===== src/rtl/wel_pkg.sv =====
package wel_pkg;

  typedef enum logic [2:0] {
    CMD_NONE   = 3'd0,
    CMD_READ   = 3'd1,
    CMD_WRITE  = 3'd2,
    CMD_ERASE  = 3'd3,
    CMD_FILL   = 3'd4,
    CMD_WIPE   = 3'd5,
    CMD_ARM    = 3'd6,
    CMD_DISARM = 3'd7
  } cmd_e;

  // strobes from control to the edge-count datapath
  typedef struct packed {
    logic clrWindow;
    logic markStart;
    logic bumpCount;
  } dpStrobe_t;

  function automatic logic isWriteClass(cmd_e c);
    return (c == CMD_WRITE) || (c == CMD_ERASE) || (c == CMD_FILL) || (c == CMD_WIPE);
  endfunction

  function automatic logic isLongForm(cmd_e c);
    return (c == CMD_WRITE) || (c == CMD_FILL);
  endfunction

endpackage


===== src/rtl/wel_count_path.sv =====
module wel_count_path
  import wel_pkg::*;
#(
  parameter int CNT_W = 5
) (
  input  logic             clk,
  input  logic             rstN,
  input  logic             csIn,
  input  dpStrobe_t        strobe,
  output logic             csFall,
  output logic             started,
  output logic [CNT_W-1:0] edgeCount
);

  localparam logic [CNT_W-1:0] CNT_MAX = {CNT_W{1'b1}};

  logic             csQ;
  logic             startedQ;
  logic [CNT_W-1:0] countQ;

  always_ff @(posedge clk) begin
    if (!rstN) begin
      csQ      <= 1'b0;
      startedQ <= 1'b0;
      countQ   <= '0;
    end else begin
      csQ <= csIn;
      if (strobe.clrWindow) begin
        startedQ <= 1'b0;
        countQ   <= '0;
      end else begin
        if (strobe.markStart) startedQ <= 1'b1;
        if (strobe.bumpCount && (countQ != CNT_MAX)) countQ <= countQ + 1'b1;
      end
    end
  end

  assign csFall    = csQ & ~csIn;
  assign started   = startedQ;
  assign edgeCount = countQ;

  // no edge is on the count before a start bit has been seen
  p_count_after_start_r6: assert property (@(posedge clk) disable iff (!rstN)
    (countQ != '0) |-> startedQ);

  // a saturated counter stays put until the window clears
  p_count_saturates_r10: assert property (@(posedge clk) disable iff (!rstN)
    ((countQ == CNT_MAX) && !strobe.clrWindow) |=> (countQ == CNT_MAX));

endmodule


===== src/rtl/wel_decide_ctrl.sv =====
module wel_decide_ctrl
  import wel_pkg::*;
#(
  parameter int LONG_LEN  = 29,
  parameter int SHORT_LEN = 13,
  parameter int CTL_LEN   = 13,
  parameter int CNT_W     = 5
) (
  input  logic             clk,
  input  logic             rstN,
  input  logic             csIn,
  input  logic             skRise,
  input  logic             diIn,
  input  cmd_e             cmdIn,
  input  logic             lowSupply,
  input  logic             csFall,
  input  logic             started,
  input  logic [CNT_W-1:0] edgeCount,
  output dpStrobe_t        strobe,
  output logic             commitWrite,
  output logic             cancelWrite,
  output logic             writeEnabled
);

  localparam logic [CNT_W-1:0] LONG_C  = CNT_W'(LONG_LEN);
  localparam logic [CNT_W-1:0] SHORT_C = CNT_W'(SHORT_LEN);
  localparam logic [CNT_W-1:0] CTL_C   = CNT_W'(CTL_LEN);

  logic latchQ;
  logic poisonQ;
  logic commitQ;
  logic cancelQ;

  logic blocked;
  logic lenOk;
  logic goWrite;
  logic dropWrite;
  logic ctlOk;

  always_comb begin
    strobe.clrWindow = ~csIn;
    strobe.markStart = csIn & skRise & ~started & diIn;
    strobe.bumpCount = csIn & skRise & (started | diIn);
  end

  always_comb begin
    blocked   = poisonQ | lowSupply;
    lenOk     = isLongForm(cmdIn) ? (edgeCount == LONG_C) : (edgeCount == SHORT_C);
    goWrite   = csFall & isWriteClass(cmdIn) & latchQ & ~blocked & lenOk;
    dropWrite = csFall & isWriteClass(cmdIn) & ~goWrite;
    ctlOk     = csFall & ~blocked & (edgeCount >= CTL_C);
  end

  always_ff @(posedge clk) begin
    if (!rstN) begin
      latchQ  <= 1'b0;
      poisonQ <= 1'b0;
      commitQ <= 1'b0;
      cancelQ <= 1'b0;
    end else begin
      commitQ <= goWrite;
      cancelQ <= dropWrite;
      if (lowSupply) begin
        latchQ <= 1'b0;
      end else if (ctlOk && (cmdIn == CMD_ARM)) begin
        latchQ <= 1'b1;
      end else if (ctlOk && (cmdIn == CMD_DISARM)) begin
        latchQ <= 1'b0;
      end
      if (lowSupply)  poisonQ <= 1'b1;
      else if (!csIn) poisonQ <= 1'b0;
    end
  end

  assign commitWrite  = commitQ;
  assign cancelWrite  = cancelQ;
  assign writeEnabled = latchQ;

  // a commit always saw an armed latch
  p_commit_needs_latch_r1: assert property (@(posedge clk) disable iff (!rstN)
    commitQ |-> $past(latchQ));

  // the latch only rises at the end of a frame
  p_arm_on_fall_r2: assert property (@(posedge clk) disable iff (!rstN)
    $rose(latchQ) |-> $past(csFall));

  // long-form commits need the exact long count
  p_long_len_r4: assert property (@(posedge clk) disable iff (!rstN)
    (commitQ && isLongForm($past(cmdIn))) |-> ($past(edgeCount) == LONG_C));

  // short-form commits need the exact short count
  p_short_len_r5: assert property (@(posedge clk) disable iff (!rstN)
    (commitQ && !isLongForm($past(cmdIn))) |-> ($past(edgeCount) == SHORT_C));

  // low supply disarms by the next cycle
  p_low_disarms_r7: assert property (@(posedge clk) disable iff (!rstN)
    lowSupply |=> !latchQ);

  // one verdict only, taken at chip-select fall
  p_one_verdict_r10: assert property (@(posedge clk) disable iff (!rstN)
    !(commitQ && cancelQ));

  p_verdict_on_fall_r10: assert property (@(posedge clk) disable iff (!rstN)
    (commitQ || cancelQ) |-> $past(csFall));

endmodule


===== src/rtl/wel_guard.sv =====
module wel_guard
  import wel_pkg::*;
#(
  parameter int LONG_LEN  = 29,
  parameter int SHORT_LEN = 13,
  parameter int CTL_LEN   = 13
) (
  input  logic       clk,
  input  logic       rstN,
  input  logic       csIn,
  input  logic       skRise,
  input  logic       diIn,
  input  logic [2:0] cmdIn,
  input  logic       lowSupply,
  output logic       commitWrite,
  output logic       cancelWrite,
  output logic       writeEnabled
);

  localparam int CNT_W = $clog2(LONG_LEN + 3);

  dpStrobe_t        strobe;
  logic             csFall;
  logic             started;
  logic [CNT_W-1:0] edgeCount;

  wel_count_path #(.CNT_W(CNT_W)) u_path (
    .clk       (clk),
    .rstN      (rstN),
    .csIn      (csIn),
    .strobe    (strobe),
    .csFall    (csFall),
    .started   (started),
    .edgeCount (edgeCount)
  );

  wel_decide_ctrl #(
    .LONG_LEN  (LONG_LEN),
    .SHORT_LEN (SHORT_LEN),
    .CTL_LEN   (CTL_LEN),
    .CNT_W     (CNT_W)
  ) u_ctrl (
    .clk          (clk),
    .rstN         (rstN),
    .csIn         (csIn),
    .skRise       (skRise),
    .diIn         (diIn),
    .cmdIn        (cmd_e'(cmdIn)),
    .lowSupply    (lowSupply),
    .csFall       (csFall),
    .started      (started),
    .edgeCount    (edgeCount),
    .strobe       (strobe),
    .commitWrite  (commitWrite),
    .cancelWrite  (cancelWrite),
    .writeEnabled (writeEnabled)
  );

endmodule


===== config.mk =====
export PLATFORM = sky130hd
export DESIGN_NAME = wel_guard
export DESIGN_NICKNAME = d
export VERILOG_FILES = /design/src/rtl/wel_pkg.sv /design/src/rtl/wel_count_path.sv /design/src/rtl/wel_decide_ctrl.sv /design/src/rtl/wel_guard.sv
export SDC_FILE = /design/constraint.sdc
export NUM_CORES = 1
export LEC_CHECK = 0
export BUFFER_PORTS_ARGS = -buffer_cell sky130_fd_sc_hd__buf_2
export CAP_MARGIN = 30
export CORE_AREA = 2 2 39 41
export CTS_CLUSTER_DIAMETER = 50
export CTS_CLUSTER_SIZE = 16
export DETAILED_ROUTE_END_ITERATION = 10
export DIE_AREA = 0 0 41 43
export PLACE_DENSITY = 0.62
export REMOVE_ABC_BUFFERS = 1
export SYNTH_ARGS = -nofsm -noshare
export SYNTH_HDL_FRONTEND = slang
export SYNTH_SLANG_ARGS = --single-unit

===== constraint.sdc =====
create_clock -name clk -period 2.1 [get_ports clk]
set_input_delay 0.105 -clock clk [delete_from_list [all_inputs] [get_ports clk]]
set_output_delay 0.105 -clock clk [all_outputs]
set_load 0.03 [all_outputs]

==> run summary <==
Outcome: finished clean
Initial antenna violation count: 0
Post-Syn Instances: 55
Worst setup EP type: flop
CTS root buf: clkbuf_4
DP Worst Slack: 0.310 ns
FILL cells: 140
Final setup TNS: 0 ns
Max Cap Viol: 0
Synth Cell Area: 528 sq um
Hold Fails Final Rpt: 0
Gr usage total: 13.5%
Fin crit share: 85.4%
Final net count: 83
Initial Utilization: 38.2%
FF-to-FF setup slack: 0.31 ns
Dpl hpwl: 734 microns
CTS resizes: 0
# hold bufs at CTS: 0
Largest net degree at the start of global routing: 11
Most frequent cells in the layout: 11 x buf_2, 11 x dfxtp_1, 7 x a21oi_1
Kind of critical path: reg -> reg
Final critical-path required period: 1.79 ns
Sink Count: 11
CP startpoint kind: flop
Final Max Slew Viols: 0
RSZ-0062 raised after global routing: no
I/O pin cnt: 12
# DRC: 0
Yosys reg bits: 11
Setup Skew: 0.00162 ns
Max-slew headroom: 68.9%
Final std cells w/o fill: 86
Die height: 43 microns
Synth unique cells: 24
Grt ovf: 0
Syn Area/Cell: 9.60 sq um
Gpl congestion: 0.690
Inserted Clock Buffers: 3
Clk_lat worst skew: 0.27 ns
TritonRoute pass-1 iters: 2
Worst-path fanout max: 10
Sequential area share after synthesis: 41.7%
Chip width: 41 microns
Final setup fails: 0
DR vias: 454
Layout cells sized above 1: 27.1%
Number of global-route vias before repair: 377
VDD IR max: 487 uV
Rows: 14
Post-route setup slack: 0.307 ns
Number of port buffers: 11
HP Class: in -> reg
Worst EP arrival: 2.00 ns
WL per Instance: 11.2 microns
Placed Cells: 82
Leakage: 0.256 nW
Post-DRT Antenna Nets: 0
First-pass GRT wire length: 1550 microns
Clock H-tree levels: 1
Yosys warning count: 0
Req. time, crit path: 2.30 ns
Vias/cell: 5.28
PD cells: 620 nW/um^2
Routed WL: 961 microns
Worst-path clk slew: 0.07 ns
Worst-Margin Slew: 0.465 ns
Setup bufs post-CTS: 0
Antenna Cells: 0
Clock buffer depth: 2
CTS tree: built
Initial drt markers: 10
Fmax: 558 MHz
Core area: 1380 sq um
Die area: 1760 sq um
Area Growth Syn to Fin: 19.2%
cell type report:
cell class / instances / area (sq um) / area share (%)
repair buffers: 11 / 55.1 / 8.75
flip-flops and latches: 11 / 220 / 35.0
well taps: 16 / 20.0 / 3.18
inverters: 4 / 15.0 / 2.39
multi-input cells: 40 / 293 / 46.5
clock buffers: 4 / 26.3 / 4.17
state kept, by name (all words and copies together), names as in the netlist:
register	cells
u_path.edgeCount	5
u_path.csQ	1
u_ctrl.commitWrite	1
u_ctrl.poisonQ	1
u_ctrl.cancelWrite	1
u_path.started	1
u_ctrl.writeEnabled	1
per-layer routing:
| layer | share of wire (%) | global-route usage, % | vias up |
|---|---|---|---|
| met5 | 0 | 0 | - |
| li1 | - | - | 237 |
| met4 | 0.62 | 4.00 | 0 |
| met3 | 7.8 | 9.42 | 2 |
| met1 | 45 | 14.9 | 204 |
| met2 | 46 | 20.0 | 11 |
cells by family (layout without fill, tap and decap cells):
family	after synthesis	after routing	synth area share, %
AND/OR/NAND/NOR	20	20	27.3
buffers and inverters	4	19	2.84
multiplexers	1	1	1.90
XOR/XNOR	2	2	3.32
AO/OA/AOI/OAI	14	14	15.9
flip-flops	11	11	41.7
adder cells (fa/ha/maj)	3	3	7.11
path summary, 6_finish.rpt:
kind / startpoint / endpoint / depth (start not counted)
setup / recovery: u_path.edgeCount[0] / u_path.edgeCount[3] / 6
hold / removal: diIn / u_path.started / 3
setup reg to reg: u_path.edgeCount[0] / u_path.edgeCount[3] / 6
hold reg to reg: u_path.started / u_path.started / 2
stage by stage:
| stage | area [sq um] | utilization (%) | hold WS (ns) | power [mW] |
|---|---|---|---|---|
| finish | 629 | 45.5 | 0.0875 | 0.390 |
| global route | 629 | 45.5 | 0.0730 | 0.415 |
| CTS | 629 | 45.5 | 0.0822 | 0.396 |
| detailed placement | 603 | 43.6 | 0.359 | 0.252 |
| global placement | 603 | 43.6 | 0.354 | 0.251 |
| floorplan | 528 | - | 0.233 | 0.235 |
worst max-delay path, stage by stage (launching register included):
cell and delay [ns]:
dfxtp_1 0.35, ha_1 0.22, and3_1 0.18, ha_1 0.17
nand3b_4 0.19, or4_1 0.48, a21oi_1 0.14
cells in the mapped netlist:
cell       count  share of area [%]
dfxtp_1       11                 42
a21oi_1        7                6.6
inv_1          4                2.8
ha_1           3                7.1
nor2_1         3                2.1
o21ai_0        3                2.8
nand4b_1       2                3.3
nor2b_1        2                2.4
o31ai_1        2                2.8
or3_2          2                2.8
or3b_2         2                3.3
or4_1          2                2.8
a2111oi_1      1                1.9
and3_1         1                1.2
mux2i_1        1                1.9
nand2_1        1               0.71
nand3_1        1               0.95
nand3b_1       1                1.4
nand3b_4       1                3.8
nand4_1        1                1.2
nor4_1         1                1.2
o311ai_1       1                1.7
xnor2_1        1                1.7
xor2_1         1                1.7
power by group:
part,total (mW),switching [mW],internal [mW]
clock network,0.144,0.0705,0.0736
registers,0.215,0.00251,0.212
logic,0.0316,0.0182,0.0134
Power figures use the tool's default switching activity.
